`src/rtl/cmt_pkg.sv`:
```
package cmt_pkg;

    localparam int ADDR_W    = 3;
    localparam int NUM_FLAGS = 3;

    typedef enum logic [ADDR_W-1:0] {
        RA_MODE = 3'd0,
        RA_CMPA = 3'd1,
        RA_CMPC = 3'd2,
        RA_CTRL = 3'd3,
        RA_IEN  = 3'd4,
        RA_IDIS = 3'd5,
        RA_STAT = 3'd6,
        RA_CNT  = 3'd7
    } reg_addr_e;

    localparam int CTRL_EN_BIT   = 0;
    localparam int CTRL_DIS_BIT  = 1;
    localparam int CTRL_TRIG_BIT = 2;

    // mode register: bit1 stop on compare C, bit0 restart at compare C
    typedef struct packed {
        logic stop_on_c;
        logic auto_rst;
    } mode_t;

    // single-cycle commands decoded from a CTRL write
    typedef struct packed {
        logic start;
        logic halt;
        logic trig;
    } ctrl_cmd_t;

    // event vector, bit positions equal the STAT flag positions
    typedef struct packed {
        logic ovf;
        logic a_hit;
        logic c_hit;
    } evt_t;

    function automatic ctrl_cmd_t decode_ctrl(input logic wr, input logic [2:0] bits);
        ctrl_cmd_t c;
        c.start = wr & bits[CTRL_EN_BIT];
        c.halt  = wr & bits[CTRL_DIS_BIT];
        c.trig  = wr & bits[CTRL_TRIG_BIT];
        return c;
    endfunction

endpackage

```
`src/rtl/cmt_tick_sel.sv`:
```
module cmt_tick_sel #(
    parameter int NUM_PRE = 4,
    parameter int SEL_W   = 3
) (
    input  logic               clk,
    input  logic               rst,
    input  logic [SEL_W-1:0]   src_sel,
    input  logic [NUM_PRE-1:0] pre_tick,
    input  logic               ext_clk,
    output logic               tick
);
    localparam int NUM_SRC = NUM_PRE + 1;

    // [0] first sync stage, [1] second sync stage, [2] previous level
    logic [2:0]         ext_sh;
    logic               ext_edge;
    logic [NUM_SRC-1:0] srcs;
    logic [NUM_SRC-1:0] hit;

    always_ff @(posedge clk) begin
        if (rst) ext_sh <= '0;
        else     ext_sh <= {ext_sh[1:0], ext_clk};
    end

    assign ext_edge = ext_sh[1] & ~ext_sh[2];
    assign srcs     = {ext_edge, pre_tick};

    for (genvar g = 0; g < NUM_SRC; g++) begin : g_src
        assign hit[g] = (src_sel == SEL_W'(g)) & srcs[g];
    end

    assign tick = |hit;

endmodule

```
`src/rtl/cmt_counter.sv`:
```
module cmt_counter
    import cmt_pkg::*;
#(
    parameter int CNT_W = 16
) (
    input  logic             clk,
    input  logic             rst,
    input  logic             tick,
    input  mode_t            mode,
    input  logic [CNT_W-1:0] cmpa,
    input  logic [CNT_W-1:0] cmpc,
    input  ctrl_cmd_t        cmd,
    input  logic             sync_rst,
    output logic [CNT_W-1:0] cnt,
    output logic             running,
    output logic             wave,
    output evt_t             evt
);
    logic adv;
    logic a_eq;
    logic c_eq;
    logic at_top;

    assign adv    = running & tick;
    assign a_eq   = (cnt == cmpa);
    assign c_eq   = (cnt == cmpc);
    assign at_top = &cnt;

    always_comb begin
        evt.c_hit = adv & c_eq;
        evt.a_hit = adv & a_eq;
        evt.ovf   = adv & at_top & ~(mode.auto_rst & c_eq);
    end

    always_ff @(posedge clk) begin
        if (rst) begin
            cnt <= '0;
        end else if (cmd.trig || sync_rst) begin
            cnt <= '0;
        end else if (adv) begin
            if (mode.auto_rst && c_eq) cnt <= '0;
            else                       cnt <= cnt + 1'b1;
        end
    end

    always_ff @(posedge clk) begin
        if (rst)                               running <= 1'b0;
        else if (cmd.halt)                     running <= 1'b0;
        else if (cmd.start)                    running <= 1'b1;
        else if (evt.c_hit && mode.stop_on_c)  running <= 1'b0;
    end

    always_ff @(posedge clk) begin
        if (rst)            wave <= 1'b0;
        else if (evt.c_hit) wave <= 1'b0;
        else if (evt.a_hit) wave <= 1'b1;
    end

endmodule

```
`src/rtl/cmt_regs.sv`:
```
module cmt_regs
    import cmt_pkg::*;
#(
    parameter int CNT_W = 16
) (
    input  logic                 clk,
    input  logic                 rst,
    input  logic                 wr_en,
    input  logic                 rd_en,
    input  logic [ADDR_W-1:0]    addr,
    input  logic [CNT_W-1:0]     wdata,
    input  logic [CNT_W-1:0]     cnt,
    input  logic                 running,
    input  evt_t                 evt,
    output mode_t                mode,
    output logic [CNT_W-1:0]     cmpa,
    output logic [CNT_W-1:0]     cmpc,
    output ctrl_cmd_t            cmd,
    output logic [NUM_FLAGS-1:0] flags,
    output logic [NUM_FLAGS-1:0] mask,
    output logic [CNT_W-1:0]     rdata
);
    reg_addr_e ra;
    logic      wr_ctrl;
    logic      rd_stat;

    assign ra      = reg_addr_e'(addr);
    assign wr_ctrl = wr_en && (ra == RA_CTRL);
    assign rd_stat = rd_en && (ra == RA_STAT);
    assign cmd     = decode_ctrl(wr_ctrl, wdata[2:0]);

    always_ff @(posedge clk) begin
        if (rst) begin
            mode <= '0;
            cmpa <= '0;
            cmpc <= '0;
            mask <= '0;
        end else if (wr_en) begin
            case (ra)
                RA_MODE: mode <= mode_t'(wdata[1:0]);
                RA_CMPA: cmpa <= wdata;
                RA_CMPC: cmpc <= wdata;
                RA_IEN:  mask <= mask | wdata[NUM_FLAGS-1:0];
                RA_IDIS: mask <= mask & ~wdata[NUM_FLAGS-1:0];
                default: ;
            endcase
        end
    end

    // a new event in the cycle of a clearing read stays latched
    always_ff @(posedge clk) begin
        if (rst) flags <= '0;
        else     flags <= (rd_stat ? '0 : flags) | evt;
    end

    always_ff @(posedge clk) begin
        if (rst) begin
            rdata <= '0;
        end else if (rd_en) begin
            case (ra)
                RA_MODE:          rdata <= CNT_W'(mode);
                RA_CMPA:          rdata <= cmpa;
                RA_CMPC:          rdata <= cmpc;
                RA_CTRL:          rdata <= CNT_W'(running);
                RA_IEN, RA_IDIS:  rdata <= CNT_W'(mask);
                RA_STAT:          rdata <= CNT_W'(flags);
                default:          rdata <= cnt;
            endcase
        end
    end

endmodule

```
`src/rtl/cmt_channel.sv`:
```
module cmt_channel
    import cmt_pkg::*;
#(
    parameter int CNT_W   = 16,
    parameter int NUM_PRE = 4,
    parameter int SEL_W   = 3
) (
    input  logic               clk,
    input  logic               rst,
    input  logic [SEL_W-1:0]   src_sel,
    input  logic [NUM_PRE-1:0] pre_tick,
    input  logic               ext_clk,
    input  logic               sync_in,
    input  logic               wr_en,
    input  logic               rd_en,
    input  logic [ADDR_W-1:0]  addr,
    input  logic [CNT_W-1:0]   wdata,
    output logic [CNT_W-1:0]   rdata,
    output logic               wave_out,
    output logic               irq
);
    logic                 tick;
    mode_t                mode_q;
    logic [CNT_W-1:0]     cmpa_q;
    logic [CNT_W-1:0]     cmpc_q;
    ctrl_cmd_t            cmd;
    logic [NUM_FLAGS-1:0] flags_q;
    logic [NUM_FLAGS-1:0] mask_q;
    logic [CNT_W-1:0]     cnt_q;
    logic                 running;
    evt_t                 evt;

    cmt_tick_sel #(.NUM_PRE(NUM_PRE), .SEL_W(SEL_W)) u_tick (
        .clk(clk), .rst(rst), .src_sel(src_sel), .pre_tick(pre_tick),
        .ext_clk(ext_clk), .tick(tick)
    );

    cmt_regs #(.CNT_W(CNT_W)) u_regs (
        .clk(clk), .rst(rst), .wr_en(wr_en), .rd_en(rd_en), .addr(addr),
        .wdata(wdata), .cnt(cnt_q), .running(running), .evt(evt),
        .mode(mode_q), .cmpa(cmpa_q), .cmpc(cmpc_q), .cmd(cmd),
        .flags(flags_q), .mask(mask_q), .rdata(rdata)
    );

    cmt_counter #(.CNT_W(CNT_W)) u_cnt (
        .clk(clk), .rst(rst), .tick(tick), .mode(mode_q), .cmpa(cmpa_q),
        .cmpc(cmpc_q), .cmd(cmd), .sync_rst(sync_in), .cnt(cnt_q),
        .running(running), .wave(wave_out), .evt(evt)
    );

    assign irq = |(flags_q & mask_q);

endmodule

```
`config.mk`:
```
export PLATFORM = sky130hd
export DESIGN_NAME = cmt_channel
export DESIGN_NICKNAME = d
export VERILOG_FILES = /design/src/rtl/cmt_pkg.sv /design/src/rtl/cmt_tick_sel.sv /design/src/rtl/cmt_counter.sv /design/src/rtl/cmt_regs.sv /design/src/rtl/cmt_channel.sv
export SDC_FILE = /design/constraint.sdc
export NUM_CORES = 1
export LEC_CHECK = 0
export ABC_AREA = 1
export ABC_CLOCK_PERIOD_IN_PS = 2200
export BUFFER_PORTS_ARGS = -buffer_cell sky130_fd_sc_hd__buf_2
export CORE_MARGIN = 3
export CORE_UTILIZATION = 39
export CTS_BUF_LIST = sky130_fd_sc_hd__clkbuf_2 sky130_fd_sc_hd__clkbuf_4 sky130_fd_sc_hd__clkbuf_8
export DETAILED_ROUTE_END_ITERATION = 7
export GPL_TIMING_DRIVEN = 0
export PLACE_DENSITY = 0.69
export SLEW_MARGIN = 15
export SYNTH_ARGS = -nofsm -noshare
export SYNTH_HDL_FRONTEND = slang
export SYNTH_SLANG_ARGS = --single-unit
```
`constraint.sdc`:
```
create_clock -name clk -period 2.2 [get_ports clk]
set_input_delay 0.44 -clock clk [delete_from_list [all_inputs] [get_ports clk]]
set_output_delay 0.44 -clock clk [all_outputs]
set_load 0.01 [all_outputs]
```
Yosys cells after proc, flatten, opt, wreduce, memory -nomap -nowiden
Cells that the tools add are included.
{ "totals": {"out_inout_bits": 18, "reg_bits": 77, "elab_cells": 72, "in_bits": 32} }
{ "classes": {"n_eq_ne": 12, "reduce_logical": 20, "mux": 6, "bitwise": 22, "addsub": 1} }
{ "op_table": {"columns": ["operator", "count"], "rows": [
  ["case mux 16 bit (6 select lines)", 1],
  ["equality test 16 bit", 2],
  ["adder 16 x 1 -> 16 bit (second input constant)", 1],
  ["two-way mux 16 bit", 1],
  ["AND reduction 16 bit", 1],
  ["bitwise AND 1 bit", 15],
  ["equality test 3 x 2 -> 1 bit (second input constant)", 4],
  ["equality test 3 bit (second input constant)", 4],
  ["AND reduction 2 bit", 4],
  ["OR reduction 2 bit", 4],
  ["bitwise AND 3 bit", 2],
  ["equality test 3 x 1 -> 1 bit (second input constant)", 2],
  ["logical NOT 3 bit", 2],
  ["bitwise OR 3 bit", 2],
  ["case mux 3 bit (2 select lines)", 1],
  ["OR reduction 5 bit", 1],
  ["logical AND 1 bit", 4],
  ["nonzero test 2 bit", 2],
  ["two-way mux 3 bit", 1],
  ["inverter 3 bit", 1],
  ["OR reduction 3 bit", 1],
  ["two-way mux 1 bit", 2],
  ["inverter 1 bit", 2],
  ["logical OR 1 bit", 1]
]} }

Longest topological paths before layout
Gate-level depths: netlist (run 1).
{ "logic_depth": {"depth_word": 9, "ltp_mapped": 12, "ltp_nobuf": 11} }

Modules after synthesis
A second synthesis (run 1) with hierarchy kept.
{ "hier_totals": {"cells_unflattened": 626, "hier_area_um2": 4127.7} }
{ "modules_own_cells": {"columns": ["mod", "area_per_inst_um2", "instances", "cells_per_inst"], "rows": [
  ["cmt_regs", 2393.5, 1, 324],
  ["cmt_counter", 1562.7, 1, 271],
  ["cmt_tick_sel", 155.1, 1, 27],
  ["cmt_channel", 16.3, 1, 4]
]} }

Worst setup path after synthesis (run 1)
OpenSTA, ideal clock, no wires.
{ "synth_timing": {"path_kind": "reg2reg", "start": "reg u_cnt.cnt[1]", "end": "reg u_cnt.cnt[12]", "setup_slack_ns": 0.802, "arrival_ns": 1.285, "stages_incl_launch_ff": 9, "n_path_buf": 0, "cell_sequence": "dfxtp_1 > ha_1 > nand2_1 > nor3_2 > nand2_2 > nor2_2 > nand2_1 > nand3_1 > nor2_1"} }
{ "synth_via": {"elab_chain_cells": 3} }
{ "synth_lines": {"columns": ["item", "line_no", "text"], "rows": [
  ["start, declared", "cmt_counter.sv:14", "output logic [CNT_W-1:0] cnt,"],
  ["start signal, assigned", "cmt_counter.sv:42", "else cnt <= cnt + 1'b1;"],
  ["branches (longest 2 deep; another with adder 16 x 1 -> 16 bit)", null, null],
  ["two-way mux 16 bit *", "cmt_counter.sv:41", "if (mode.auto_rst && c_eq) cnt <= '0;"]
]} }
Every way passes the cells marked *.
A chain may end at the register's enable or synchronous reset.

Worst setup path in the final report (run 1)
{ "layout_timing": {"start": "reg u_cnt.cnt[1]", "end": "reg u_cnt.cnt[14]"} }
The elaborated chain is that of the path after synthesis.

==> results.sh, run 1 <==
export IMPL_tightest_slew_ps=578
export IMPL_start_util_pct=40.4
export IMPL_syn_to_final_growth_pct=16.8
export IMPL_grt_pass1_wl_mm=18.0
export IMPL_max_cap_violations=0
export IMPL_seq_area_frac_synth_pct=38.9
export IMPL_dieArea_mm2=0.0114
export IMPL_whs_ps=284
export IMPL_regToRegSetupSlack_ps=460
export IMPL_detail_route_antenna_nets=0
export IMPL_crit_required_ps=2510
export IMPL_hold_path_startpoint="ext_clk"
export IMPL_grt_max_degree=14
export IMPL_viasPerCell=5.08
export IMPL_rsz0062_at_grt="false"
export IMPL_layout_commonest_cell="nand2_1"
export IMPL_fin_crit_sh_pct=79.1
export IMPL_cts_hold_buffers=0
export IMPL_clock_skew_ps=9.91
export IMPL_crit_fanout=6
export IMPL_fin_nets=657
export IMPL_cts_root_buffer="clkbuf_8"
export IMPL_r2r_end="u_cnt.cnt[14]$_SDFFE_PP0N_"
export IMPL_finalMaxSlewViolations=0
export IMPL_yosysUniqueCellTypes=35
export IMPL_dp_hpwl_mm=8.19
export IMPL_path_class="register to register"
export IMPL_tns_ps=0
export IMPL_antenna_found_initial=0
export IMPL_arrival_ps=2050
export IMPL_slowest_stage="dfxtp_1"
export IMPL_synth_compound_area_share_pct=15.3
export IMPL_dr_wl_met2_mm=5.31
export IMPL_wl_per_cell_um=14.5
export IMPL_cp_cell_sequence="ha_1 -> nand2_1 -> nor3_1 -> nand3_1 -> xor2_1 -> nand3_1 -> a21oi_1"
export IMPL_rows=36
export IMPL_grt_overflow_total=0
export IMPL_cts_made_buffers=9
export IMPL_clock_latency_ps=370
export IMPL_clockBufferDepth=2
export IMPL_setup_violations=0
export IMPL_clock_sinks=77
export IMPL_critPathMaxStageDelay_ps=520
export IMPL_synth_top_family_by_area="simple AND/OR/NAND/NOR gates"
export IMPL_cts_reportedPaths_clkPinSlew_ps=80
export IMPL_drc=0
export IMPL_synth_simple_area_share_pct=30.4
export IMPL_ios=50
export IMPL_maxUsedRoutingLayer="met4"
export IMPL_utilization_pct=47.1
export IMPL_yosys_warnings=0
export IMPL_ir_drop_v=0.000331
export IMPL_end_kind="register"
export IMPL_worstHoldPathCells=3
export IMPL_whs_endpoint="u_tick.ext_sh[0]$_SDFF_PP0_"
export IMPL_firstDrtPassIters=5
export IMPL_grt_pass1_vias=3691
export IMPL_tritoncts="yes"
export IMPL_first_iter_violations=194
export IMPL_reg2reg_depth=7
export IMPL_syn_area_mm2=0.00396
export IMPL_synthCells=565
export IMPL_status="finished clean"
export IMPL_cts_resized=0
export IMPL_dieHeight_um=107
export IMPL_htree_levels=3
export IMPL_final_cells=762
export IMPL_routed_wl_mm=11.1
export IMPL_wl_met1_mm=4.80
export IMPL_synthMuxAreaShare_pct=0
export IMPL_n_fill_cell=1029
export IMPL_drive_gt1_share_pct=18.3
export IMPL_synth_adder_area_share_pct=0.316
export IMPL_reg2reg_from="u_cnt.cnt[1]$_SDFFE_PP0N_"
export IMPL_core_mm2=0.00982
export IMPL_timing_fmax_mhz=575
export IMPL_slew_headroom_pct=61.4
export IMPL_layout_common_cells="nand2_1, nor2_1, dfxtp_1"
export IMPL_leakagePower_nw=1.88
export IMPL_place_inst=746
export IMPL_hold_class="primary input to register"
export IMPL_gp_congestion=0.895
export IMPL_cts_setup_buffers=0
export IMPL_start_kind="register"
export IMPL_syn_nets=598
export IMPL_num_antenna_cells=0
export IMPL_ys_ff_latch=77
export IMPL_cellPowerDensity_mw_per_mm2=677
export IMPL_grt_usage_pct=20.2
export IMPL_cp_common_cell="nand3_1"
export IMPL_vias=3872
export IMPL_met3_length_um=597
export IMPL_syn_avg_cell_area_um2=7.01
export IMPL_port_buffers=48
export IMPL_synth_xor_area_share_pct=6.41
export IMPL_min_period_ps=1740
export IMPL_final_hold_viol_count=0
export IMPL_die_x_um=107
## logic make-up after synthesis
kind of cell,Yosys count
AOI/OAI and AO/OA,115
xor gates and xnor gates,29
buffers and inverters,78
and+or+nand+nor,265
adders and majority gates,1
DFF,77
## worst max-delay path by stage
stage                              start                             to
6_report       u_cnt.cnt[1]$_SDFFE_PP0N_     u_cnt.cnt[14]$_SDFFE_PP0N_
5_1_grt        u_cnt.cnt[1]$_SDFFE_PP0N_     u_cnt.cnt[14]$_SDFFE_PP0N_
4_1_cts        u_cnt.cnt[1]$_SDFFE_PP0N_     u_cnt.cnt[14]$_SDFFE_PP0N_
3_5_place_dp                       rd_en  u_regs.rdata[11]$_SDFFE_PP0P_
3_3_place_gp                       rd_en  u_regs.rdata[13]$_SDFFE_PP0P_
2_1_floorplan  u_cnt.cnt[1]$_SDFFE_PP0N_     u_cnt.cnt[12]$_SDFFE_PP0N_
## sequential cells by signal, summed over array words and instances, names as in the netlist, named ones only
name	cells
u_cnt.cnt	16
u_cnt.running	1
u_cnt.wave	1
u_regs.cmpa	16
u_regs.cmpc	16
u_regs.flags	3
u_regs.mode	2
u_regs.rdata	16
u_tick.ext_sh	3
## per-layer routing
| layer | vias to the layer above | GRT usage [%] |
|---|---|---|
| li1 | 1953 | - |
| met1 | 1776 | 25.4 |
| met3 | 27 | 4.58 |
| met5 | - | 0 |
| met4 | 0 | 9.68 |
| met2 | 116 | 32.8 |
## worst max-delay path, delay by kind of cell, from the launching register on
| kind | cells | cell delay (ps) |
|---|---|---|
| and+or+nand+nor | 4 | 620 |
| adders and majority gates | 1 | 240 |
| AOI/OAI and AO/OA | 1 | 120 |
| xor gates and xnor gates | 1 | 180 |
| DFF | 1 | 520 |
## synth_stat cells (all sizes together)
library cell | count | area, um2
a21oi | 48 | 244
o211ai | 2 | 15.0
nand4 | 9 | 56.3
nand2 | 126 | 493
nor3 | 10 | 77.6
xnor2 | 22 | 193
clkinv | 1 | 5.00
a31oi | 14 | 87.6
xor2 | 7 | 61.3
nor4 | 2 | 25.0
nand3b | 1 | 7.51
a22oi | 2 | 15.0
dfxtp | 77 | 1540
nand3 | 30 | 173
inv | 50 | 188
nor3b | 1 | 7.51
buf | 19 | 120
clkbuf | 8 | 30.0
o21ai | 49 | 245
nor2 | 86 | 365
ha | 1 | 12.5
## per-stage QoR
step	total power, mW	worst slack [ps]	cell area (um2)
6_report	3.13	460	4630
5_1_grt	3.24	299	4630
4_1_cts	3.15	454	4630
3_5_place_dp	1.79	398	4370
3_3_place_gp	1.78	415	4370
2_1_floorplan	1.67	802	3960
## layout make-up
class	instances	area (um2)	share of cell area [%]
Sequential cell	77	1540	33.3
Inverter	51	193	4.16
Multi-Input combinational cell	410	2080	44.9
Timing Repair Buffer	48	240	5.19
Buffer	27	150	3.24
Clock inverter	5	106	2.30
Tap cell	133	166	3.60
Clock buffer	11	151	3.27
## power breakdown
group	internal, mW	total [mW]	switching, mW
combinational	0.106	0.294	0.188
sequential	1.43	1.46	0.0310
clock	0.817	1.37	0.555
No activity file was read; power rests on OpenSTA's default activity.
==> run 2, diff against run 1 <==
--- a/config.mk
+++ b/config.mk
@@ -6,14 +6,14 @@
 export NUM_CORES = 1
 export LEC_CHECK = 0
 export ABC_AREA = 1
-export ABC_CLOCK_PERIOD_IN_PS = 2200
+export ABC_CLOCK_PERIOD_IN_PS = 1600
 export BUFFER_PORTS_ARGS = -buffer_cell sky130_fd_sc_hd__buf_2
 export CORE_MARGIN = 3
 export CORE_UTILIZATION = 39
 export CTS_BUF_LIST = sky130_fd_sc_hd__clkbuf_2 sky130_fd_sc_hd__clkbuf_4 sky130_fd_sc_hd__clkbuf_8
 export DETAILED_ROUTE_END_ITERATION = 7
 export GPL_TIMING_DRIVEN = 0
-export PLACE_DENSITY = 0.69
+export PLACE_DENSITY = 0.72
 export SLEW_MARGIN = 15
 export SYNTH_ARGS = -nofsm -noshare
 export SYNTH_HDL_FRONTEND = slang
==> constraint.sdc (replaced) <==
create_clock -name clk -period 1.6 [get_ports clk]
set_input_delay 0.32 -clock clk [delete_from_list [all_inputs] [get_ports clk]]
set_output_delay 0.32 -clock clk [all_outputs]
set_load 0.01 [all_outputs]
==> run 2 against run 1 <==
Net effect:
- die area did not move
- clock skew rose by 1.0 ps
- final cell count rose by 0.39%
- final area rose by 1.1%
- register-to-register slack got worse by 410 ps
- wire length rose by 0.64%
- critical path depth rose by 2
- via count rose by 1.2%
- worst setup slack got worse by 410 ps
- highest routed layer unchanged
- combinational power rose by 47%
- global-route usage barely moved
==> results.sh, run 2 (synthesis results as in run 1) <==
export IMPL_cts_reportedPaths_clkPinSlew_ps=90
export IMPL_ios=50
export IMPL_drive_gt1_share_pct=21.5
export IMPL_regToRegSetupSlack_ps=50
export IMPL_fin_nets=660
export IMPL_arrival_ps=1820
export IMPL_clock_skew_ps=10.9
export IMPL_viasPerCell=5.12
export IMPL_end_kind="register"
export IMPL_whs_ps=162
export IMPL_timing_fmax_mhz=644
export IMPL_grt_usage_pct=20.2
export IMPL_cellPowerDensity_mw_per_mm2=847
export IMPL_die_x_um=107
export IMPL_core_mm2=0.00982
export IMPL_htree_levels=3
export IMPL_drc=0
export IMPL_finalMaxSlewViolations=0
export IMPL_grt_overflow_total=0
export IMPL_seqCellArea_mm2=0.00155
export IMPL_cts_made_buffers=9
export IMPL_worstHoldPathCells=3
export IMPL_fin_crit_sh_pct=97.0
export IMPL_status="finished clean"
export IMPL_hold_class="primary input to register"
export IMPL_start_util_pct=40.4
export IMPL_detail_route_antenna_nets=0
export IMPL_first_iter_violations=310
export IMPL_firstDrtPassIters=4
export IMPL_ir_drop_v=0.000432
export IMPL_finalInstanceArea_mm2=0.00468
export IMPL_multi_input_area_mm2=0.00214
export IMPL_tritoncts="yes"
export IMPL_rows=36
export IMPL_min_period_ps=1550
export IMPL_path_class="register to register"
export IMPL_tns_ps=0
export IMPL_reg2reg_depth=9
export IMPL_vias=3918
export IMPL_gp_congestion=0.890
export IMPL_rsz0062_at_grt="true"
export IMPL_clock_sinks=77
export IMPL_start_kind="register"
export IMPL_routed_wl_mm=11.1
export IMPL_cts_hold_buffers=0
export IMPL_wl_per_cell_um=14.5
export IMPL_leakagePower_nw=1.90
export IMPL_dp_hpwl_mm=8.19
export IMPL_clockBufferDepth=2
export IMPL_dieHeight_um=107
export IMPL_layout_common_cells="nand2_1, nor2_1, dfxtp_1"
export IMPL_grt_pass1_wl_mm=18.2
export IMPL_final_hold_viol_count=0
export IMPL_port_buffers=48
export IMPL_syn_to_final_growth_pct=18.0
export IMPL_num_antenna_cells=0
export IMPL_crit_fanout=6
export IMPL_hold_path_startpoint="ext_clk"
export IMPL_grt_max_degree=14
export IMPL_layout_commonest_cell="nand2_1"
export IMPL_crit_required_ps=1870
export IMPL_antenna_found_initial=0
export IMPL_slew_headroom_pct=63.8
export IMPL_cts_root_buffer="clkbuf_8"
export IMPL_reg2reg_from="u_cnt.cnt[8]$_SDFFE_PP0N_"
export IMPL_tightest_slew_ps=538
export IMPL_max_cap_violations=0
export IMPL_grt_pass1_vias=3728
export IMPL_dieArea_mm2=0.0114
export IMPL_r2r_end="u_cnt.cnt[3]$_SDFFE_PP0N_"
export IMPL_clock_latency_ps=370
export IMPL_whs_endpoint="u_tick.ext_sh[0]$_SDFF_PP0_"
export IMPL_setup_violations=0
export IMPL_placed_cell_area_mm2=0.00437
export IMPL_n_fill_cell=1017
## run 2: power breakdown
| part | total (mW) | internal, mW | switching, mW | leakage, nW |
|---|---|---|---|---|
| registers | 2.01 | 1.97 | 0.0430 | 0.629 |
| clock network | 1.52 | 0.760 | 0.757 | 0.102 |
| logic | 0.432 | 0.160 | 0.272 | 1.17 |
## run 2: how the worst max path moves through the flow
stage | start | slack [ps] | end | cells past startpoint
after floorplan | u_cnt.cnt[1]$_SDFFE_PP0N_ | 200 | u_cnt.cnt[12]$_SDFFE_PP0N_ | 8
after global placement | rd_en | -70 | u_regs.rdata[10]$_SDFFE_PP0P_ | 5
after detailed placement | rst | -80 | u_regs.cmpc[11]$_SDFFE_PP0P_ | 6
after CTS | u_cnt.cnt[1]$_SDFFE_PP0N_ | 5 | u_cnt.cnt[14]$_SDFFE_PP0N_ | 7
after global routing | u_cnt.cnt[2]$_SDFFE_PP0N_ | -80 | u_cnt.cnt[2]$_SDFFE_PP0N_ | 9
final | u_cnt.cnt[8]$_SDFFE_PP0N_ | 50 | u_cnt.cnt[3]$_SDFFE_PP0N_ | 9
## run 2: critical path, cell delays in order (launching register included)
cell and delay (ps):
dfxtp_2 330, buf_6 130, xnor2_2 170, nand2_1 80
nor2_2 130, nand2_2 70, nor2_4 200, nand3_4 150
nand2_4 130, nor2_1 50
## run 2: cell type report
cell class / instances / share of cell area [%]
sequential: 77 / 33.1
multi-input combinational: 411 / 45.8
inverter: 51 / 4.12
clock inverter: 6 / 1.31
timing repair buffer: 50 / 5.54
clock buffer: 10 / 2.94
buffer: 27 / 3.56
tap: 133 / 3.56
## run 2: per-stage QoR
stage	instances	setup slack (ps)	util, %	power (mW)
final	765	47.8	47.6	3.96
after global placement	746	-69.4	44.5	2.45
after floorplan	565	202	-	2.29
after global routing	765	-80.3	47.6	4.11
after detailed placement	746	-78.0	44.5	2.46
after CTS	764	4.94	46.8	3.96
## run 2: repair_timing
item | CTS | global route
resized for setup | 5 | 24
hold endpoints to repair | 0 | 0
setup buffers | 1 | 1
gates cloned | 1 | 0
pin swaps | 2 | 7
endpoints found under the setup margin | 16 | 20
## run 2: layer usage
| layer | GRT usage [%] | vias up | wire, um |
|---|---|---|---|
| met1 | 26.2 | 1825 | 4860 |
| met4 | 10.8 | 0 | 255 |
| li1 | - | 1967 | - |
| met2 | 32.7 | 106 | 5400 |
| met5 | 0 | - | 0 |
| met3 | 2.71 | 20 | 602 |
